### src/rtl/smp_rmap_pkg.sv
package smp_rmap_pkg;
  // Default geometry shared by the block and its checker.
  localparam int unsigned SMP_IN_W   = 12;
  localparam int unsigned SMP_CODE_W = 6;

  // Negation styles chosen by ones_neg_i.
  typedef enum logic {
    NEG_ARITH = 1'b0,
    NEG_INVERT = 1'b1
  } neg_style_e;
endpackage

### src/rtl/smp_round.sv
// Reduces an IN_W-bit signed sample to OUT_W bits by truncation or
// round-half-to-even, saturating at the most positive code.
module smp_round #(
  parameter int unsigned IN_W  = 12,
  parameter int unsigned OUT_W = 7
) (
  input  logic [IN_W-1:0]  smp_i,
  input  logic             rnd_en_i,
  output logic [OUT_W-1:0] res_o,
  output logic             sat_o
);
  localparam int unsigned DROP = IN_W - OUT_W;
  localparam logic [OUT_W-1:0] POS_MAX = {1'b0, {(OUT_W-1){1'b1}}};

  // Decides whether the kept part must step up by one.
  function automatic logic step_up(input logic [DROP-1:0] rem,
                                   input logic            lsb);
    logic guard;
    logic sticky;
    guard  = rem[DROP-1];
    sticky = |rem[DROP-2:0];
    return guard & (sticky | lsb);
  endfunction

  logic [OUT_W-1:0] kept;
  logic [DROP-1:0]  rem;
  logic             up;
  logic             at_max;

  assign kept   = smp_i[IN_W-1:DROP];
  assign rem    = smp_i[DROP-1:0];
  assign up     = rnd_en_i & step_up(rem, kept[0]);
  assign at_max = (kept == POS_MAX);
  assign sat_o  = up & at_max;

  always_comb begin
    if (up && !at_max) res_o = kept + OUT_W'(1);
    else               res_o = kept;
  end
endmodule

### src/rtl/smp_mag.sv
// Splits a W-bit signed value into sign and (W-1)-bit magnitude.
module smp_mag
  import smp_rmap_pkg::*;
#(
  parameter int unsigned W = 7
) (
  input  logic [W-1:0]  val_i,
  input  neg_style_e    style_i,
  output logic [W-2:0]  mag_o,
  output logic          sign_o,
  output logic          sat_o
);
  localparam logic [W-1:0] NEG_MIN = {1'b1, {(W-1){1'b0}}};

  // Magnitude of a negative value under the chosen negation style.
  function automatic logic [W-2:0] neg_mag(input logic [W-1:0] v,
                                           input neg_style_e   s);
    logic [W-1:0] n;
    if (s == NEG_INVERT) return ~v[W-2:0];
    if (v == NEG_MIN)    return {(W-1){1'b1}};
    n = -v;
    return n[W-2:0];
  endfunction

  assign sign_o = val_i[W-1];
  assign sat_o  = sign_o && (style_i == NEG_ARITH) && (val_i == NEG_MIN);
  assign mag_o  = sign_o ? neg_mag(val_i, style_i) : val_i[W-2:0];
endmodule

### src/rtl/smp_rmap.sv
module smp_rmap
  import smp_rmap_pkg::*;
#(
  parameter int unsigned IN_W   = SMP_IN_W,
  parameter int unsigned CODE_W = SMP_CODE_W
) (
  input  logic              clk,
  input  logic              rst_n,
  input  logic [IN_W-1:0]   sample_i,
  input  logic              round_en_i,
  input  logic              qmap_en_i,
  input  logic              ones_neg_i,
  output logic [CODE_W-1:0] code_o,
  output logic              sign_o
);
  localparam int unsigned MAP_W  = CODE_W + 1;
  localparam int unsigned N_PATH = 2;  // 0 = raw, 1 = quadrant map

  // Per-path results, sign-extended to the wider map width.
  logic [MAP_W-1:0] path_res [N_PATH];
  logic             path_sat [N_PATH];

  for (genvar p = 0; p < N_PATH; p++) begin : g_path
    localparam int unsigned PW = (p == 0) ? CODE_W : MAP_W;
    logic [PW-1:0] res;
    logic          sat;
    smp_round #(.IN_W(IN_W), .OUT_W(PW)) rnd_i (
      .smp_i   (sample_i),
      .rnd_en_i(round_en_i),
      .res_o   (res),
      .sat_o   (sat)
    );
    assign path_res[p] = MAP_W'($signed(res));
    assign path_sat[p] = sat;
  end

  logic [CODE_W-1:0] map_mag;
  logic              map_sign;
  logic              map_sat;

  smp_mag #(.W(MAP_W)) mag_i (
    .val_i  (path_res[1]),
    .style_i(neg_style_e'(ones_neg_i)),
    .mag_o  (map_mag),
    .sign_o (map_sign),
    .sat_o  (map_sat)
  );

  // Named events for the checker.
  logic rnd_sat_w;
  logic mag_sat_w;
  assign rnd_sat_w = qmap_en_i ? path_sat[1] : path_sat[0];
  assign mag_sat_w = qmap_en_i & map_sat;

  logic [CODE_W-1:0] code_d;
  logic              sign_d;
  always_comb begin
    if (qmap_en_i) begin
      code_d = map_mag;
      sign_d = map_sign;
    end else begin
      code_d = path_res[0][CODE_W-1:0];
      sign_d = path_res[0][CODE_W-1];
    end
  end

  always_ff @(posedge clk or negedge rst_n) begin
    if (!rst_n) begin
      code_o <= '0;
      sign_o <= 1'b0;
    end else begin
      code_o <= code_d;
      sign_o <= sign_d;
    end
  end
endmodule

### config.mk
export PLATFORM = sky130hd
export DESIGN_NAME = smp_rmap
export DESIGN_NICKNAME = d
export VERILOG_FILES = /design/src/rtl/smp_rmap_pkg.sv /design/src/rtl/smp_round.sv /design/src/rtl/smp_mag.sv /design/src/rtl/smp_rmap.sv
export SDC_FILE = /design/constraint.sdc
export NUM_CORES = 1
export LEC_CHECK = 0
export CAP_MARGIN = 10
export CORE_MARGIN = 5
export CORE_UTILIZATION = 35
export DETAILED_ROUTE_END_ITERATION = 10
export PLACE_DENSITY = 0.64
export SLEW_MARGIN = 20
export SYNTH_ARGS = -nofsm -noshare
export SYNTH_HDL_FRONTEND = slang
export SYNTH_SLANG_ARGS = --single-unit
### constraint.sdc
create_clock -name clk -period 0.8 [get_ports clk]
set_input_delay 0.12 -clock clk [delete_from_list [all_inputs] [get_ports clk]]
set_output_delay 0.12 -clock clk [all_outputs]
set_load 0.005 [all_outputs]
==> results.py <==
metrics = {
    "status": {
        "status": "complete, but fails checks",
        "violations": "setup timing",
    },
    "global_routing": {
        "busiest_layer": "met2",
        "grt_pass1_vias": 1084,
        "grt_use_met1_pct": 19.2,
        "overflow": 0,
        "grt_max_degree": 16,
        "gr-usage-met3_pct": 1.73,
        "antenna_found_initial": 0,
        "grt_usage_pct": 16.9,
        "use_met2_pct": 30.7,
        "grt_pass1_wl_mm": 4.73,
    },
    "placement": {
        "port_buffers": 23,
        "dp_hpwl_mm": 2.14,
        "place_congestion": 0.837,
    },
    "sta": {
        "relSlewSlack_pct": 74.6,
        "setup_slack_ns": -0.891,
        "rsz0062_at_grt": "true",
        "hold_viol": 0,
        "period_minus_slack_ns": 1.69,
        "period_share_pct": 211,
        "clock.fmax_mhz": 591,
        "drv_slew": 0,
        "report.final.setup_viol": 14,
        "finalSetupTns_ns": -6.05,
        "worstMarginPinSlew_ns": 0.378,
    },
    "clock_tree": {
        "clk_pin_slew_worst_paths_ns": 0.05,
        "htree_levels": 1,
        "cts_tree": "built",
        "cts_hold_buffers": 0,
        "clock-sinks": 7,
        "clockBufferDepth": 2,
        "cts_root_buf": "clkbuf_4",
        "cts_buffers": 3,
    },
    "synthesis": {
        "postSynth.asyncResetShare_pct": 100,
        "syn_avg_cell_area_um2": 7.98,
        "yosysSeqAreaShare_pct": 19.9,
        "synth_cell_types": 42,
        "synth_edf_count": 0,
        "synth_seq_cells": 7,
        "synthesis.nets": 129,
        "ys.flop_type": "dfrtp_1",
        "ys_warn_count": 0,
        "synthesis.area_um2": 878,
        "synth_cells": 110,
    },
    "critical_path": {
        "critPathMaxFanout": 5,
        "cp.arrival_ns": 1.81,
        "endpoint_kind": "register",
        "cp-start-kind": "input pin",
        "critPathKind": "input pin to register",
        "crit_required_ns": 0.92,
    },
    "layout": {
        "syn_to_final_growth_pct": 71.7,
        "final_util_pct": 62.0,
        "nFillCells": 210,
        "ff_latch_area_um2": 175,
        "fin_nets": 186,
        "drive_gt1_share_pct": 51.8,
        "diodes": 0,
        "multi_input_area_um2": 817,
    },
    "routing": {
        "drc": 0,
        "wire_per_inst_um": 15.3,
        "first_pass_iters": 4,
        "postRouteAntennaNets": 0,
        "via_per_inst": 5.56,
        "wirelength_mm": 3.01,
        "drt_iter0_markers": 34,
        "vias": 1090,
    },
    "die": {
        "die_w_um": 60.1,
        "row_count": 18,
        "die_area_um2": 3610,
        "ios": 24,
        "start_util_pct": 36.1,
        "core_area_um2": 2430,
        "die_y_um": 60.1,
    },
    "power_and_ir_drop": {
        "p_leak_nw": 0.618,
        "vdd_drop_max_mv": 0.691,
        "powerDensity_nw_per_um2": 918,
    },
    "hold_path": {
        "hold_path.class": "input pin to async pin",
    },
    "run": {
        "maxCapViolations": 0,
    },
}
-- cell type report --
cell class | instances | area share (%)
sequential | 7 | 11.6
clock buffer | 4 | 1.74
inverter | 2 | 0.498
timing repair buffer | 59 | 29.5
multi-input combinational | 94 | 54.2
tap | 30 | 2.49
-- how the worst max path moves through the flow --
stage | from | endpoint | slack (ns) | cells after the start
5_1_grt | sample_i[4] | code_o[3] | -0.98 | 8
4_1_cts | sample_i[0] | code_o[0] | -0.88 | 8
3_3_place_gp | sample_i[5] | code_o[4] | -1.51 | 8
3_5_place_dp | sample_i[6] | code_o[4] | -1.55 | 8
6_report | sample_i[0] | code_o[4] | -0.89 | 9
2_1_floorplan | sample_i[3] | code_o[0] | -1.07 | 8
-- power breakdown --
group / switching (W) / internal (W) / total, W
clock: 0.000116 / 0.000189 / 0.000305
sequential: 0.00000741 / 0.000391 / 0.000398
combinational: 0.000338 / 0.000344 / 0.000682
-- layout by cell type, fill, tap and decap left out, types with 3 or more instances in the layout --
cell and count:
nand2_1 7, dfrtp_1 7, clkbuf_4 3, mux2i_1 3
clkdlybuf4s50_1 4, buf_6 4, buf_2 11, clkbuf_2 3
xor2_1 3, xnor2_1 3, o21ai_1 3, nor2_1 10
o21ai_0 4, nor3_1 3, a21oi_1 3, nand4_1 5
buf_4 32
-- per-stage QoR --
step | cells | area, um^2 | setup WS (ns) | power (W) | hold WS (ns)
3_3_place_gp | 184 | 1320 | -1.51 | 0.000997 | 0.386
4_1_cts | 192 | 1440 | -0.879 | 0.00135 | 0.133
6_report | 196 | 1510 | -0.891 | 0.00138 | 0.129
2_1_floorplan | 110 | 910 | -1.07 | 0.000694 | -0.176
5_1_grt | 196 | 1510 | -0.976 | 0.00149 | 0.151
3_5_place_dp | 184 | 1320 | -1.55 | 0.00101 | 0.401
-- state kept, by name, indices dropped and copies added, names as in the netlist --
signal  count
code_o      6
sign_o      1
-- Yosys cell counts, drive strengths merged (3+ instances only) --
cell type,number,area [um^2]
nor3,4,25.0
nand2,8,30.0
o211ai,3,36.3
nand3,3,15.0
xnor2,4,35.0
nor2,14,52.6
dfrtp,7,175
nand4,5,31.3
o21ai,7,35.0
a21oi,6,30.0
buf,4,35.0
o21a,3,22.5
clkbuf,3,31.3
xor2,3,26.3
mux2i,3,30.0
-- routing by layer --
| layer | share of wire, % | vias to the layer above |
|---|---|---|
| met5 | 0 | - |
| met4 | 3.0 | 0 |
| met3 | 4.6 | 10 |
| met2 | 55 | 33 |
| met1 | 38 | 512 |
| li1 | - | 535 |
-- critical path, stage by stage --
cell,delay (ns)
buf_6,0.09
or4_4,0.56
o211ai_4,0.21
buf_4,0.16
nor2_4,0.04
xnor2_1,0.12
buf_4,0.15
o31ai_2,0.23
o22ai_1,0.12
-- repair_timing --
| action | 4_1_cts | 5_1_grt |
|---|---|---|
| gates resized for setup | 79 | 18 |
| setup buffers | 4 | 3 |
| setup endpoints to repair | 14 | 14 |
| pin swaps | 14 | 5 |
| cloned | 0 | 1 |
-- cells by family after synthesis --
group | count (synthesis) | synth area share (%)
AND/OR/NAND/NOR | 45 | 27.2
XOR/XNOR | 7 | 6.98
flip-flops | 7 | 19.9
adder cells (fa/ha/maj) | 2 | 2.85
AO/OA/AOI/OAI | 35 | 28.6
multiplexers | 5 | 5.98
buffers and inverters | 9 | 8.40
(Power assumes the default switching activity.)
